==> src/rtl/timer_pkg.sv <==
package timer_pkg;

  // Register addresses
  localparam logic [2:0] ADDR_CTRL   = 3'd0;
  localparam logic [2:0] ADDR_T0_CNT = 3'd1;
  localparam logic [2:0] ADDR_T0_CFG = 3'd2;
  localparam logic [2:0] ADDR_T1_CNT = 3'd3;
  localparam logic [2:0] ADDR_T1_CFG = 3'd4;

  // Control register bit positions
  localparam int CTRL_LOAD0    = 0;
  localparam int CTRL_EN0      = 1;
  localparam int CTRL_LOAD1    = 2;
  localparam int CTRL_EN1      = 3;
  localparam int CTRL_MODE_LSB = 4;

  // Prescaler configuration bit positions
  localparam int CFG_MOD_BIT = 0;
  localparam int CFG_SRC_BIT = 1;
  localparam int CFG_DIV_LSB = 2;

  typedef enum logic [1:0] {
    EXT_CLOCK       = 2'b00,
    EXT_GATE        = 2'b01,
    EXT_TRIG_ONCE   = 2'b10,
    EXT_TRIG_RETRIG = 2'b11
  } ext_mode_e;

endpackage

==> src/rtl/tick_divider.sv <==
module tick_divider #(
  parameter int DIV = 4
) (
  input  logic clk,
  input  logic rst_n,
  output logic tick
);
  localparam int W = (DIV > 2) ? $clog2(DIV) : 1;
  localparam logic [W-1:0] LAST = W'(DIV - 1);

  logic [W-1:0] div_q, div_nxt;

  always_comb begin
    tick    = (div_q == LAST);
    div_nxt = tick ? '0 : div_q + W'(1);
  end

  always_ff @(posedge clk or negedge rst_n) begin
    if (!rst_n) div_q <= '0;
    else        div_q <= div_nxt;
  end
endmodule

==> src/rtl/ext_conditioner.sv <==
module ext_conditioner #(
  parameter int STAGES = 2
) (
  input  logic clk,
  input  logic rst_n,
  input  logic ext_in,
  output logic level,
  output logic rise
);
  logic [STAGES:0] sh_q, sh_nxt;

  always_comb begin
    sh_nxt = {sh_q[STAGES-1:0], ext_in};
    level  = sh_q[STAGES-1];
    rise   = sh_q[STAGES-1] & ~sh_q[STAGES];
  end

  always_ff @(posedge clk or negedge rst_n) begin
    if (!rst_n) sh_q <= '0;
    else        sh_q <= sh_nxt;
  end

  // a synchronised edge is seen for exactly one cycle
  assert_rise_one_cycle_R10: assert property (@(posedge clk) disable iff (!rst_n)
    rise |=> !rise);
endmodule

==> src/rtl/timer_channel.sv <==
module timer_channel #(
  parameter int CNT_W = 8,
  parameter int PRE_W = 6
) (
  input  logic             clk,
  input  logic             rst_n,
  input  logic             load,
  input  logic             step,
  input  logic [CNT_W-1:0] init_cnt,
  input  logic [PRE_W-1:0] init_pre,
  input  logic             modulo,
  output logic [CNT_W-1:0] count,
  output logic             eoc,
  output logic             irq
);
  localparam logic [CNT_W-1:0] CNT_ONE = CNT_W'(1);
  localparam logic [PRE_W-1:0] PRE_ONE = PRE_W'(1);

  logic [CNT_W-1:0] cnt_q, cnt_nxt;
  logic [PRE_W-1:0] pre_q, pre_nxt;
  logic             irq_q;
  logic             pre_done, cnt_done;

  always_comb begin
    pre_done = (pre_q == PRE_ONE);
    cnt_done = (cnt_q == CNT_ONE);
    eoc      = step & ~load & pre_done & cnt_done;
    cnt_nxt  = cnt_q;
    pre_nxt  = pre_q;
    if (load) begin
      cnt_nxt = init_cnt;
      pre_nxt = init_pre;
    end else if (step) begin
      if (pre_done) begin
        pre_nxt = init_pre;
        if (cnt_done) cnt_nxt = modulo ? init_cnt : '0;
        else          cnt_nxt = cnt_q - CNT_ONE;
      end else begin
        pre_nxt = pre_q - PRE_ONE;
      end
    end
  end

  always_ff @(posedge clk or negedge rst_n) begin
    if (!rst_n) begin
      cnt_q <= '0;
      pre_q <= '0;
      irq_q <= 1'b0;
    end else begin
      cnt_q <= cnt_nxt;
      pre_q <= pre_nxt;
      irq_q <= eoc;
    end
  end

  assign count = cnt_q;
  assign irq   = irq_q;

  assert_irq_one_cycle_R14: assert property (@(posedge clk) disable iff (!rst_n)
    irq |=> !irq);
  assert_hold_without_step_R8: assert property (@(posedge clk) disable iff (!rst_n)
    (!step && !load) |=> $stable(count));
  assert_single_pass_zero_R5: assert property (@(posedge clk) disable iff (!rst_n)
    (eoc && !modulo) |=> (count == '0));
  assert_modulo_reload_R6: assert property (@(posedge clk) disable iff (!rst_n)
    (eoc && modulo) |=> (count == $past(init_cnt)));
  assert_load_copies_R7: assert property (@(posedge clk) disable iff (!rst_n)
    load |=> (count == $past(init_cnt)));
endmodule

==> src/rtl/dual_prescaled_timer.sv <==
module dual_prescaled_timer
  import timer_pkg::*;
#(
  parameter int CNT_W       = 8,
  parameter int PRE_W       = 6,
  parameter int TICK_DIV    = 4,
  parameter int SYNC_STAGES = 2
) (
  input  logic             clk,
  input  logic             rst_n,
  input  logic             wr_en,
  input  logic [2:0]       wr_addr,
  input  logic [CNT_W-1:0] wr_data,
  input  logic [2:0]       rd_addr,
  output logic [CNT_W-1:0] rd_data,
  input  logic             ext_in,
  output logic             irq_t0,
  output logic             irq_t1
);
  localparam int NCH   = 2;
  localparam int CFG_W = PRE_W + CFG_DIV_LSB;

  logic                 tick, ext_level, ext_rise;
  logic [NCH-1:0]       en_q, en_nxt;
  ext_mode_e            mode_q, mode_nxt;
  logic                 trun_q, trun_nxt;
  logic [CNT_W-1:0]     init_q [NCH];
  logic [CFG_W-1:0]     cfg_q  [NCH];
  logic [CNT_W-1:0]     count  [NCH];
  logic [NCH-1:0]       load, step, eoc, irq, ext_step;
  logic                 wr_ctrl, trig_mode, arm_edge, rearm;
  logic [CNT_W-1:0]     ctrl_view;

  tick_divider #(.DIV(TICK_DIV)) u_tick (
    .clk(clk), .rst_n(rst_n), .tick(tick));

  ext_conditioner #(.STAGES(SYNC_STAGES)) u_ext (
    .clk(clk), .rst_n(rst_n), .ext_in(ext_in), .level(ext_level), .rise(ext_rise));

  // Trigger / external step logic (timer 1 only)
  always_comb begin
    wr_ctrl   = wr_en && (wr_addr == ADDR_CTRL);
    trig_mode = !cfg_q[1][CFG_SRC_BIT] && mode_q[1];
    arm_edge  = trig_mode && en_q[1] && ext_rise;
    rearm     = arm_edge && ((mode_q == EXT_TRIG_RETRIG) || !trun_q);
    ext_step[0] = 1'b0;
    unique case (mode_q)
      EXT_CLOCK:       ext_step[1] = ext_rise;
      EXT_GATE:        ext_step[1] = tick && ext_level;
      EXT_TRIG_ONCE,
      EXT_TRIG_RETRIG: ext_step[1] = tick && trun_q;
    endcase
    load[0] = wr_ctrl && wr_data[CTRL_LOAD0];
    load[1] = (wr_ctrl && wr_data[CTRL_LOAD1]) || rearm;
  end

  // Per-timer settings and counter instances
  for (genvar g = 0; g < NCH; g++) begin : g_ch
    localparam logic [2:0] A_CNT = (g == 0) ? ADDR_T0_CNT : ADDR_T1_CNT;
    localparam logic [2:0] A_CFG = (g == 0) ? ADDR_T0_CFG : ADDR_T1_CFG;
    localparam bit         HAS_EXT = (g == 1);
    localparam logic [CFG_W-1:0] SRC_MASK = CFG_W'(1) << CFG_SRC_BIT;
    localparam logic [CFG_W-1:0] CFG_RST  = HAS_EXT ? '0 : SRC_MASK;

    logic [CNT_W-1:0] init_nxt;
    logic [CFG_W-1:0] cfg_nxt;

    always_comb begin
      init_nxt = init_q[g];
      cfg_nxt  = cfg_q[g];
      if (wr_en && wr_addr == A_CNT) init_nxt = wr_data;
      if (wr_en && wr_addr == A_CFG)
        cfg_nxt = HAS_EXT ? wr_data[CFG_W-1:0] : (wr_data[CFG_W-1:0] | SRC_MASK);
      step[g] = en_q[g] && (cfg_q[g][CFG_SRC_BIT] ? tick : ext_step[g]);
    end

    always_ff @(posedge clk or negedge rst_n) begin
      if (!rst_n) begin
        init_q[g] <= '0;
        cfg_q[g]  <= CFG_RST;
      end else begin
        init_q[g] <= init_nxt;
        cfg_q[g]  <= cfg_nxt;
      end
    end

    timer_channel #(.CNT_W(CNT_W), .PRE_W(PRE_W)) u_chan (
      .clk      (clk),
      .rst_n    (rst_n),
      .load     (load[g]),
      .step     (step[g]),
      .init_cnt (init_q[g]),
      .init_pre (cfg_q[g][CFG_W-1:CFG_DIV_LSB]),
      .modulo   (cfg_q[g][CFG_MOD_BIT]),
      .count    (count[g]),
      .eoc      (eoc[g]),
      .irq      (irq[g]));
  end

  // Control register next state
  always_comb begin
    en_nxt   = en_q;
    mode_nxt = mode_q;
    trun_nxt = trun_q;
    if (wr_ctrl) begin
      en_nxt[0] = wr_data[CTRL_EN0];
      en_nxt[1] = wr_data[CTRL_EN1];
      mode_nxt  = ext_mode_e'(wr_data[CTRL_MODE_LSB +: 2]);
    end else begin
      if (eoc[0] && !cfg_q[0][CFG_MOD_BIT]) en_nxt[0] = 1'b0;
      if (eoc[1] && !cfg_q[1][CFG_MOD_BIT] && !trig_mode) en_nxt[1] = 1'b0;
    end
    if (wr_ctrl && !wr_data[CTRL_EN1])                      trun_nxt = 1'b0;
    else if (eoc[1] && !cfg_q[1][CFG_MOD_BIT] && trig_mode) trun_nxt = 1'b0;
    else if (rearm)                                         trun_nxt = 1'b1;
  end

  always_ff @(posedge clk or negedge rst_n) begin
    if (!rst_n) begin
      en_q   <= '0;
      mode_q <= EXT_CLOCK;
      trun_q <= 1'b0;
    end else begin
      en_q   <= en_nxt;
      mode_q <= mode_nxt;
      trun_q <= trun_nxt;
    end
  end

  // Read mux
  always_comb begin
    ctrl_view = '0;
    ctrl_view[CTRL_EN0] = en_q[0];
    ctrl_view[CTRL_EN1] = en_q[1];
    ctrl_view[CTRL_MODE_LSB +: 2] = mode_q;
    unique case (rd_addr)
      ADDR_CTRL:   rd_data = ctrl_view;
      ADDR_T0_CNT: rd_data = count[0];
      ADDR_T1_CNT: rd_data = count[1];
      default:     rd_data = '0;
    endcase
  end

  assign irq_t0 = irq[0];
  assign irq_t1 = irq[1];

  assert_single_pass_disables_R5: assert property (@(posedge clk) disable iff (!rst_n)
    (eoc[0] && !cfg_q[0][CFG_MOD_BIT] && !wr_ctrl) |=> !en_q[0]);
  assert_trigger_keeps_enable_R12: assert property (@(posedge clk) disable iff (!rst_n)
    (eoc[1] && !cfg_q[1][CFG_MOD_BIT] && trig_mode && !wr_ctrl) |=> (en_q[1] && !trun_q));
  assert_gate_low_holds_R11: assert property (@(posedge clk) disable iff (!rst_n)
    (!cfg_q[1][CFG_SRC_BIT] && mode_q == EXT_GATE && !ext_level && !load[1])
      |=> $stable(count[1]));
  assert_disabled_holds_R8: assert property (@(posedge clk) disable iff (!rst_n)
    (!en_q[0] && !load[0]) |=> $stable(count[0]));
endmodule

==> config.mk <==
export PLATFORM = sky130hd
export DESIGN_NAME = dual_prescaled_timer
export DESIGN_NICKNAME = d
export VERILOG_FILES = /design/src/rtl/timer_pkg.sv /design/src/rtl/tick_divider.sv /design/src/rtl/ext_conditioner.sv /design/src/rtl/timer_channel.sv /design/src/rtl/dual_prescaled_timer.sv
export SDC_FILE = /design/constraint.sdc
export NUM_CORES = 1
export LEC_CHECK = 0
export CAP_MARGIN = 30
export CORE_MARGIN = 2
export CORE_UTILIZATION = 59
export DETAILED_ROUTE_END_ITERATION = 6
export PLACE_DENSITY = 0.8
export RECOVER_POWER = 50
export SLEW_MARGIN = 20
export SYNTH_ARGS = -nofsm -noshare
export SYNTH_HDL_FRONTEND = slang
export SYNTH_SLANG_ARGS = --single-unit
export TNS_END_PERCENT = 20
==> constraint.sdc <==
create_clock -name clk -period 2.8 [get_ports clk]
set_clock_uncertainty 0.15 [all_clocks]
set_input_delay 0.56 -clock clk [delete_from_list [all_inputs] [get_ports clk]]
set_output_delay 0.56 -clock clk [all_outputs]
set_load 0.02 [all_outputs]
Word level (Yosys, flattened, before mapping)
Index checks and enable logic that the tools add are counted.

storage, ports and cells
  output and inout bits = 10
  register bits after elaboration = 71
  input port bits = 18
  logic and storage cells = 112

operators by class
  $add $sub $neg = 5
  bitwise operators = 10
  mux-type cells = 26
  eq/ne operators = 14
  reductions and logical operators = 41

operators by type and width
  operator                                                             number
  8-bit 2-to-1 mux                                                     10
  6-bit 2-to-1 mux                                                     6
  8-bit one-hot mux with 3 select lines                                1
  1-bit logical AND                                                    20
  8-bit by 1-bit == test with 1-bit output (second input constant)     2
  8-bit by 1-bit subtractor with 8-bit output (second input constant)  2
  6-bit by 1-bit == test with 1-bit output (second input constant)     2
  2-bit nonzero test                                                   6
  6-bit by 1-bit subtractor with 6-bit output (second input constant)  2
  3-bit by 2-bit == test with 1-bit output (second input constant)     3
  1-bit bitwise AND                                                    7
  2-bit == test (second input constant)                                3
  3-bit by 1-bit == test with 1-bit output (second input constant)     2
  1-bit zero test                                                      6
  3-bit zero test                                                      2
  1-bit 2-to-1 mux                                                     6
  2-bit 2-to-1 mux                                                     2
  2-bit AND reduction                                                  2
  3-bit == test (second input constant)                                1
  1-bit inverter                                                       3
  1-bit one-hot mux with 3 select lines                                1
  3-bit nonzero test                                                   1
  2-bit by 1-bit adder with 2-bit output (second input constant)       1
  2-bit by 1-bit == test with 1-bit output (second input constant)     1
  other kinds (3)                                                      4

Longest topological paths before layout
Gate-level depths: netlist of the first run.

  depth after elaboration = 14
  gate-level depth with buffers = 8
  gate-level depth less buffers = 7

Cells and area by module
A second synthesis of the first run with hierarchy kept.

unflattened totals
  cell total of the unflattened synthesis = 364
  area, all modules = 3936.3 um2

by module, submodules not included
  module                cells an instance  area each (um2)  times used  seq. area each (um2)
  timer_channel         113                1043.5           2           375.4
  dual_prescaled_timer  130                1694.1           1           900.9
  ext_conditioner       4                  88.8             1           75.1
  tick_divider          4                  66.3             1           50.0

Least setup slack after synthesis of the first run
OpenSTA, ideal clock, no wires.

  path type = input to register
  start = input port wr_addr[0]
  end = register g_ch[0].u_chan.cnt_q[0]
  buffers on the path = 3
  stages = 8
  data arrival time = 2.018 ns
  data required time = 2.523 ns
  slack = 0.504 ns
  library setup time = 0.127 ns
  cells stage by stage = buf_2 > or4b_1 > buf_6 > o32ai_4 > buf_2 > nor2_1 > a211oi_1 > a21oi_1

between the ends
  cells in the longest elaborated chain, start to end = 5
  elaborated cells on any way between the ends = 7
  those cells by class = mux (1); reduce/logical (6)

RTL lines
  item                                  RTL line                    RTL
  start, declared                       dual_prescaled_timer.sv:12  input logic [2:0] wr_addr,
  3-bit zero test (*)                   dual_prescaled_timer.sv:42  wr_ctrl = wr_en && (wr_addr == ADDR_CTRL);
  1-bit logical AND (*)                 dual_prescaled_timer.sv:42
  1-bit logical AND (*)                 dual_prescaled_timer.sv:53  load[0] = wr_ctrl && wr_data[CTRL_LOAD0];
  2-bit nonzero test (no source line)   -
  2-bit AND reduction (no source line)  -
  end signal, assigned                  timer_channel.sv:50         cnt_q <= cnt_nxt;
  end, declared                         timer_channel.sv:19         logic [CNT_W-1:0] cnt_q, cnt_nxt;

Every way passes the cells marked *; elsewhere a longest branch is shown, timed or not.
A chain may end at the register's enable or synchronous reset.

Worst setup path after layout of the first run
  start = input port rd_addr[2]
  end = output port rd_data[0]

between the ends
  cells in the longest elaborated chain, start to end = 2
  elaborated cells on any way between the ends = 4
  those cells by class = eq/ne (2); mux (1); reduce/logical (1)

RTL lines
  item                                                                    RTL line                     RTL
  start, declared                                                         dual_prescaled_timer.sv:14   input logic [2:0] rd_addr,
  3-bit by 2-bit == test with 1-bit output, or another cell as far along  dual_prescaled_timer.sv:136  unique case (rd_addr)
  8-bit one-hot mux with 3 select lines (*)                               dual_prescaled_timer.sv:136
  end, declared                                                           dual_prescaled_timer.sv:15   output logic [CNT_W-1:0] rd_data,

Marked as above.

==> results of run 1 <==
## how the worst max path moves through the flow
stage / end
after floorplan: g_ch[0].u_chan.count[0]
after global placement: rd_data[4]
after detailed placement: rd_data[4]
after CTS: rd_data[4]
after global routing: rd_data[6]
final: rd_data[0]
## power groups by stage
stage               sequential [mW]  combinational (mW)  clock, mW
floorplan                      1.45               0.742          0
global placement               1.52               0.928          0
detailed placement             1.53               0.954          0
CTS                            1.52               0.959      0.838
global route                   1.56                1.08      0.897
finish                         1.53               0.959      0.815
## layout make-up
type	count	area share (%)
multi-input combinational	278	43.10
clock buffer	11	3.142
inverter	19	1.585
tap	77	2.141
timing repair buffer	47	9.260
sequential	71	39.49
clock inverter	5	1.279
## placed cells by master (no fill, tap or decap), types with 6 or more instances in the layout
cell type | Yosys | layout
nand2b_1 | 6 | 6
clkbuf_8 | 0 | 10
clkdlybuf4s50_1 | 0 | 22
nand2_1 | 26 | 26
mux2_2 | 28 | 28
a21oi_1 | 22 | 22
o21ai_0 | 24 | 24
nor3_1 | 15 | 15
nand3_1 | 11 | 11
mux2i_1 | 11 | 11
nor2_1 | 32 | 32
a31oi_1 | 6 | 6
inv_1 | 19 | 19
buf_4 | 1 | 19
ha_1 | 9 | 9
o21ai_1 | 6 | 6
dfrtp_1 | 71 | 71
nor4_1 | 7 | 7
## logic make-up after synthesis
| logic type | Yosys count | synth area share (%) |
|---|---|---|
| AO/OA/AOI/OAI | 100 | 17.86 |
| multiplexers | 39 | 10.96 |
| flip-flops | 71 | 45.78 |
| AND/OR/NAND/NOR | 130 | 18.25 |
| buffers and inverters | 36 | 4.255 |
| adder cells (fa/ha/maj) | 9 | 2.901 |
## sequential cells by signal, summed over array words and instances (netlist names), 3 cells and up
signal             cells
cfg_q                 15
g_ch.u_chan.count     16
g_ch.u_chan.pre_q     12
init_q                16
u_ext.sh_q             3
## per-layer routing
metal | routed length (um) | up-vias
met5 | 0 | -
li1 | - | 1502
met1 | 3922 | 1520
met2 | 4092 | 140
met3 | 573 | 26
met4 | 292 | 0
## metrics by stage
stage | utilization, % | cells | total power, mW
floorplan | - | 385 | 2.191
global placement | 67.90 | 492 | 2.452
detailed placement | 67.90 | 492 | 2.487
CTS | 71.01 | 508 | 3.313
global route | 70.86 | 508 | 3.535
finish | 70.86 | 508 | 3.300
## worst max-delay path: stages
cell and delay, ns:
clkdlybuf4s50_1 0.47, nand2b_1 0.22, nor2_1 0.13, clkdlybuf4s50_1 0.61
==> summary.md, run 1 <==
| Metric | Value |
|---|---|
| Status | finished with violations |
| Violations in the final reports | max-capacitance violations, max-slew violations |
| Crit start category | input port |
| Share of the synthesized area in the top cell type | 45.78% |
| Part of the power in the clock network | 24.7% |
| Number of global-route vias before repair | 2997 |
| Reg clk slew, reported paths | 0.07 ns |
| Die height | 85.11 um |
| Hold Crit Class | flop to flop |
| Internal power | 2.152 mW |
| Drt drc | 0 |
| Post-place setup slack | -0.1727 ns |
| Leak pwr | 1.946 nW |
| Starting density of the core | 61.12% |
| Crit path time final | 2.699 ns |
| Clk_lat worst skew | 0.35 ns |
| # hold bufs at CTS | 0 |
| Critical R2R Capture | g_ch[1].u_chan.count[2] |
| WS Path Type | input port to output pin |
| Dpl hpwl | 6.238 mm |
| RD Place Congestion | 0.8959 |
| Area occupied by registers | 0.001777 mm^2 |
| Commonest cells post-synth | dfrtp_1 (71), nor2_1 (32), mux2_2 (28) |
| Tot GR Track Use | 26.78% |
| CP endpoint kind | output pin |
| Synth Register Bits | 71 |
| Grt ovf | 0 |
| Largest net degree at the start of global routing | 72 |
| Post-CTS Resized | 1 |
| Sequential share of power | 46.2% |
| M3 GR Usage | 5.350% |
| Crit path max fanout | 5 |
| Worst reg-to-reg path cell count | 5 |
| Most numerous cell in the Yosys netlist | dfrtp_1 |
| Crit path from | rd_addr[2] |
| NumNets Final | 453 |
| CTS tree | yes |
| Clock sink count | 71 |
| First-pass GRT wire length | 15.05 mm |
| Data required, critical path | 2.09 ns |
| Arr. time, crit path | 1.99 ns |
| Main synth FF type | dfrtp_1 |
| Area grow syn2layout | 15.93% |
| GRT met2 Usage | 39.84% |
| Fraction of registers with async set/reset | 100.0% |
| Hold path cells | 0 |
| Max_slew headroom | -14.59% |
| Net Sw Power | 1.148 mW |
| Clock root cell | clkbuf_8 |
| Design area | 0.004499 mm^2 |
| Worst slew pin tran | 1.719 ns |
| DR WL/cell | 17.48 um |
| Final hold slack | 0.2191 ns |
| Initial antenna violation count | 0 |
| Synth area leader | dfrtp_1 |
| Die Wd | 85.11 um |
| Syn Area/Cell | 10.08 um^2 |
| Post-synth EDFFs | 0 |
| Max Clk Rate | 370.5 MHz |
| # diodes | 0 |
| Sequential cell area fraction in the yosys report | 45.78% |
| Count of different cell masters after synthesis | 58 |
| Vias | 3188 |
| Initial DRC count | 320 |
| Setup TNS | 0 ns |
| Final Max Slew Viols | 72 |
| Ports | 28 |
| Share of post-route cells with drive strength above 1 | 18.33% |
| Final worst setup slack | 0.1009 ns |
| Fillcell total | 442 |
| Max Cap Viol | 1 |
| Final worst-path cycle share | 96.40% |
| Worst Hold Launch | u_ext.sh_q[0] |
| Yosys warning count | 0 |
| Reg-to-reg startpoint | g_ch[1].u_chan.count[5] |
| Switch share | 34.78% |
| Worst vdd ir | 0.0005257 V |
| Vias/cell | 6.276 |
| Post-CTS setup buffer count | 0 |
| Synth area leaders | dfrtp_1 (46%), mux2_2 (8.1%), o21ai_0 (3.1%), nor2_1 (3.1%), ha_1 (2.9%) |
| CTS Buf Count | 9 |
| Multi-input gate area | 0.001939 mm^2 |
| Bufs on Longest Clock Path | 2 |
| Drt pass-1 iters | 5 |
| Drt total wl | 8.881 mm |
| GR Layer Usage met1 | 37.77% |
| Post-Syn Area | 0.003881 mm^2 |
| Dpl cell area | 0.004312 mm^2 |
| H-tree depth | 3 |
| Final hold viol count | 0 |
| Post-synthesis net count | 412 |
| IO buf count | 27 |
| Row count | 29 |
| Area of the die | 0.007243 mm^2 |
| Hold worst-path end | u_ext.sh_q[1] |
| Routed Antenna Nets | 0 |
| Final setup fails | 0 |
| Reg-to-reg setup timing slack | 0.45 ns |
| Comb power frac | 29.1% |
| CORE AREA | 0.006350 mm^2 |
| Pwr Density | 733.5 mW/mm^2 |
| Busiest metal layer after global routing | met2 |
| Unrepaired setup endpoints after global routing | false |
| Synth Instances | 385 |
No activity file was read; power rests on OpenSTA's default activity.
==> inputs of run 2 (changes only) <==
==> constraint.sdc (replaced) <==
create_clock -name clk -period 2.5 [get_ports clk]
set_clock_uncertainty 0.15 [all_clocks]
set_input_delay 0.5 -clock clk [delete_from_list [all_inputs] [get_ports clk]]
set_output_delay 0.5 -clock clk [all_outputs]
set_load 0.02 [all_outputs]
==> summary.md, run 2 (synthesis gave the netlist of run 1 again) <==
| Metric | Value |
|---|---|
| Status | complete, no violations |
| Max Clk Rate | 419.5 MHz |
| Switch share | 34.45% (-0.33 points) |
| Clock root cell | clkbuf_8 |
| Grt ovf | 0 (unchanged) |
| Comb power frac | 29.7% (+0.6 points) |
| Final hold viol count | 0 (unchanged) |
| Max Cap Viol | 0 (-1) |
| Ports | 28 (unchanged) |
| Part of the power in the clock network | 26.5% (+1.8 points) |
| Worst reg-to-reg path cell count | 7 (+2) |
| H-tree depth | 3 (unchanged) |
| NumNets Final | 473 (+4.4%) |
| CORE AREA | 0.006350 mm^2 (unchanged) |
| Die Wd | 85.11 um (unchanged) |
| Drt total wl | 9.491 mm (+6.9%) |
| Final setup fails | 0 (unchanged) |
| Routed Antenna Nets | 0 (unchanged) |
| Worst slew pin tran | 1.197 ns (-0.5222 ns) |
| Area grow syn2layout | 20.60% |
| Arr. time, crit path | 1.73 ns (-0.26 ns) |
| Leak pwr | 2.056 nW (+5.6%) |
| Starting density of the core | 61.12% (unchanged) |
| Post-CTS setup buffer count | 0 (unchanged) |
| Commonest non-fill, non-tap cells in the layout | dfrtp_1 (71), buf_4 (35), nor2_1 (32) |
| Largest net degree at the start of global routing | 25 (-65%) |
| Worst Hold Launch | u_ext.sh_q[0] |
| Pwr Density | 829.2 mW/mm^2 (+13%) |
| Hold worst-path end | u_ext.sh_q[1] |
| Fillcell total | 457 (+3.4%) |
| Vias/cell | 6.216 (-0.95%) |
| Crit start category | input port |
| Critical R2R Capture | g_ch[1].u_chan.count[6] |
| Vias | 3282 (+2.9%) |
| Max_slew headroom | 20.22% (+35 points) |
| Setup TNS | 0 ns (unchanged) |
| Worst vdd ir | 0.0005762 V (+9.6%) |
| Share of post-route cells with drive strength above 1 | 21.73% (+3.4 points) |
| Tot GR Track Use | 28.09% (+1.3 points) |
| Leading cell type in the layout, fill and taps excluded | dfrtp_1 |
| Die height | 85.11 um (unchanged) |
| Max incr delay on CP | 0.46 ns (-0.15 ns) |
| Number of global-route vias before repair | 3242 (+8.2%) |
| CTS Buf Count | 9 (unchanged) |
| Multi-input gate area | 0.001939 mm^2 (unchanged) |
| CP endpoint kind | output pin |
| Area occupied by registers | 0.001777 mm^2 (unchanged) |
| # diodes | 0 (unchanged) |
| First-pass GRT wire length | 15.93 mm (+5.8%) |
| Area of the die | 0.007243 mm^2 (unchanged) |
| Data required, critical path | 1.85 ns (-0.24 ns) |
| RD Place Congestion | 0.9515 (+6.2%) |
| Sequential share of power | 43.8% (-2.4 points) |
| Reg clk slew, reported paths | 0.07 ns (about the same) |
| CTS tree | yes |
| Row count | 29 (unchanged) |
| Dpl hpwl | 6.914 mm (+11%) |
| Internal power | 2.544 mW (+18%) |
| Clock sink count | 71 (unchanged) |
| Crit path max fanout | 12 (+7) |
| Final Util | 73.71% (+2.9 points) |
| IO buf count | 27 (unchanged) |
| DR WL/cell | 17.98 um (+2.8%) |
| Net Sw Power | 1.337 mW (+16%) |
| Final worst-path cycle share | 95.35% |
| Worst-path cell chain | clkdlybuf4s50_1, buf_4, mux2i_1, nor2_1, dlygate4sd2_1 |
| WS Path Type | input port to output pin |
| Bufs on Longest Clock Path | 2 (unchanged) |
| Drt drc | 0 (unchanged) |
| Unrepaired setup endpoints after global routing | false |
| Final Max Slew Viols | 0 (-100%) |
| Drt pass-1 iters | 4 (-1) |
| Crit-path slowest cell | clkdlybuf4s50_1 |
| Crit path time final | 2.384 ns |
| Reg-to-reg startpoint | g_ch[1].u_chan.count[0] |
| Reg-to-reg setup timing slack | 0.25 ns (-0.20 ns) |
| Hold Crit Class | flop to flop |
| Clk_lat worst skew | 0.35 ns (about the same) |
| Initial antenna violation count | 0 (unchanged) |
| Initial DRC count | 224 (-30%) |
| Final hold slack | 0.2012 ns (-0.01789 ns) |
| Hold path cells | 0 (unchanged) |
==> run 2: cell types whose count changed in the layout (fill, tap and decap cells not counted) <==
cell             previous run  this run
clkinv_2                    2         3
clkinv_4                    2         1
buf_2                       1         0
clkbuf_2                    1         2
dlygate4sd3_1               1         2
bufinv_16                   1         2
buf_12                      0         2
buf_4                      19        35
dlymetal6s2s_1              2         0
dlygate4sd2_1               1         9
clkdlybuf4s50_1            22        16
==> run 2: routing by layer <==
layer	global-route usage (%)	part of all wire [%]	routed length, um	vias to the layer above
li1	-	-	-	1544
met1	38.84	44	4211	1607
met2	44.11	49	4621	109
met3	4.767	4.6	437	22
met4	11.83	2.3	222	0
met5	0	0	0	-
==> run 2: area by class of cell <==
cell class | instances | share of cell area (%)
multi-input combinational | 278 | 41.43
clock buffer | 10 | 2.940
clock inverter | 6 | 1.791
sequential | 71 | 37.96
inverter | 19 | 1.524
tap | 77 | 2.058
timing repair buffer | 67 | 12.30
==> run 2: power by group through the flow <==
stage | clock network (mW) | logic [mW] | registers [mW]
3_3_place_gp | 0 | 1.09 | 1.71
6_report | 1.03 | 1.15 | 1.70
4_1_cts | 1.04 | 1.15 | 1.69
3_5_place_dp | 0 | 1.14 | 1.72
2_1_floorplan | 0 | 0.831 | 1.62
5_1_grt | 1.10 | 1.28 | 1.74
==> run 2: worst max path at each step <==
stage | start | endpoint | cells past startpoint
floorplan | wr_addr[0] | g_ch[0].u_chan.count[0] | 8
global placement | rd_addr[0] | rd_data[1] | 6
detailed placement | rd_addr[0] | rd_data[1] | 6
CTS | rd_addr[1] | rd_data[0] | 5
global route | rd_addr[1] | rd_data[5] | 6
finish | rd_addr[1] | rd_data[0] | 5
==> run 2: timing repair <==
| item | in CTS | in global routing |
|---|---|---|
| setup endpoints to repair | 8 | 0 |
| resized for setup | 9 | 0 |
| hold endpoints to repair | 17 | 0 |
| hold buffers | 1 | 0 |
==> run 2: worst max-delay path: cells and delay by family <==
kind                   cells  cell delay [ns]
muxes                      1             0.21
buffers and inverters      3             0.96
and+or+nand+nor            1             0.06
==> run 2: per-stage QoR <==
| stage | power, mW | setup slack [ns] | instances | cell area [um^2] |
|---|---|---|---|---|
| 3_5_place_dp | 2.853 | -0.3266 | 511 | 4467 |
| 4_1_cts | 3.877 | 0.1094 | 528 | 4687 |
| 2_1_floorplan | 2.454 | 0.2644 | 385 | 3881 |
| 5_1_grt | 4.120 | 0.01599 | 528 | 4681 |
| 3_3_place_gp | 2.799 | -0.2569 | 511 | 4467 |
| 6_report | 3.881 | 0.1164 | 528 | 4681 |
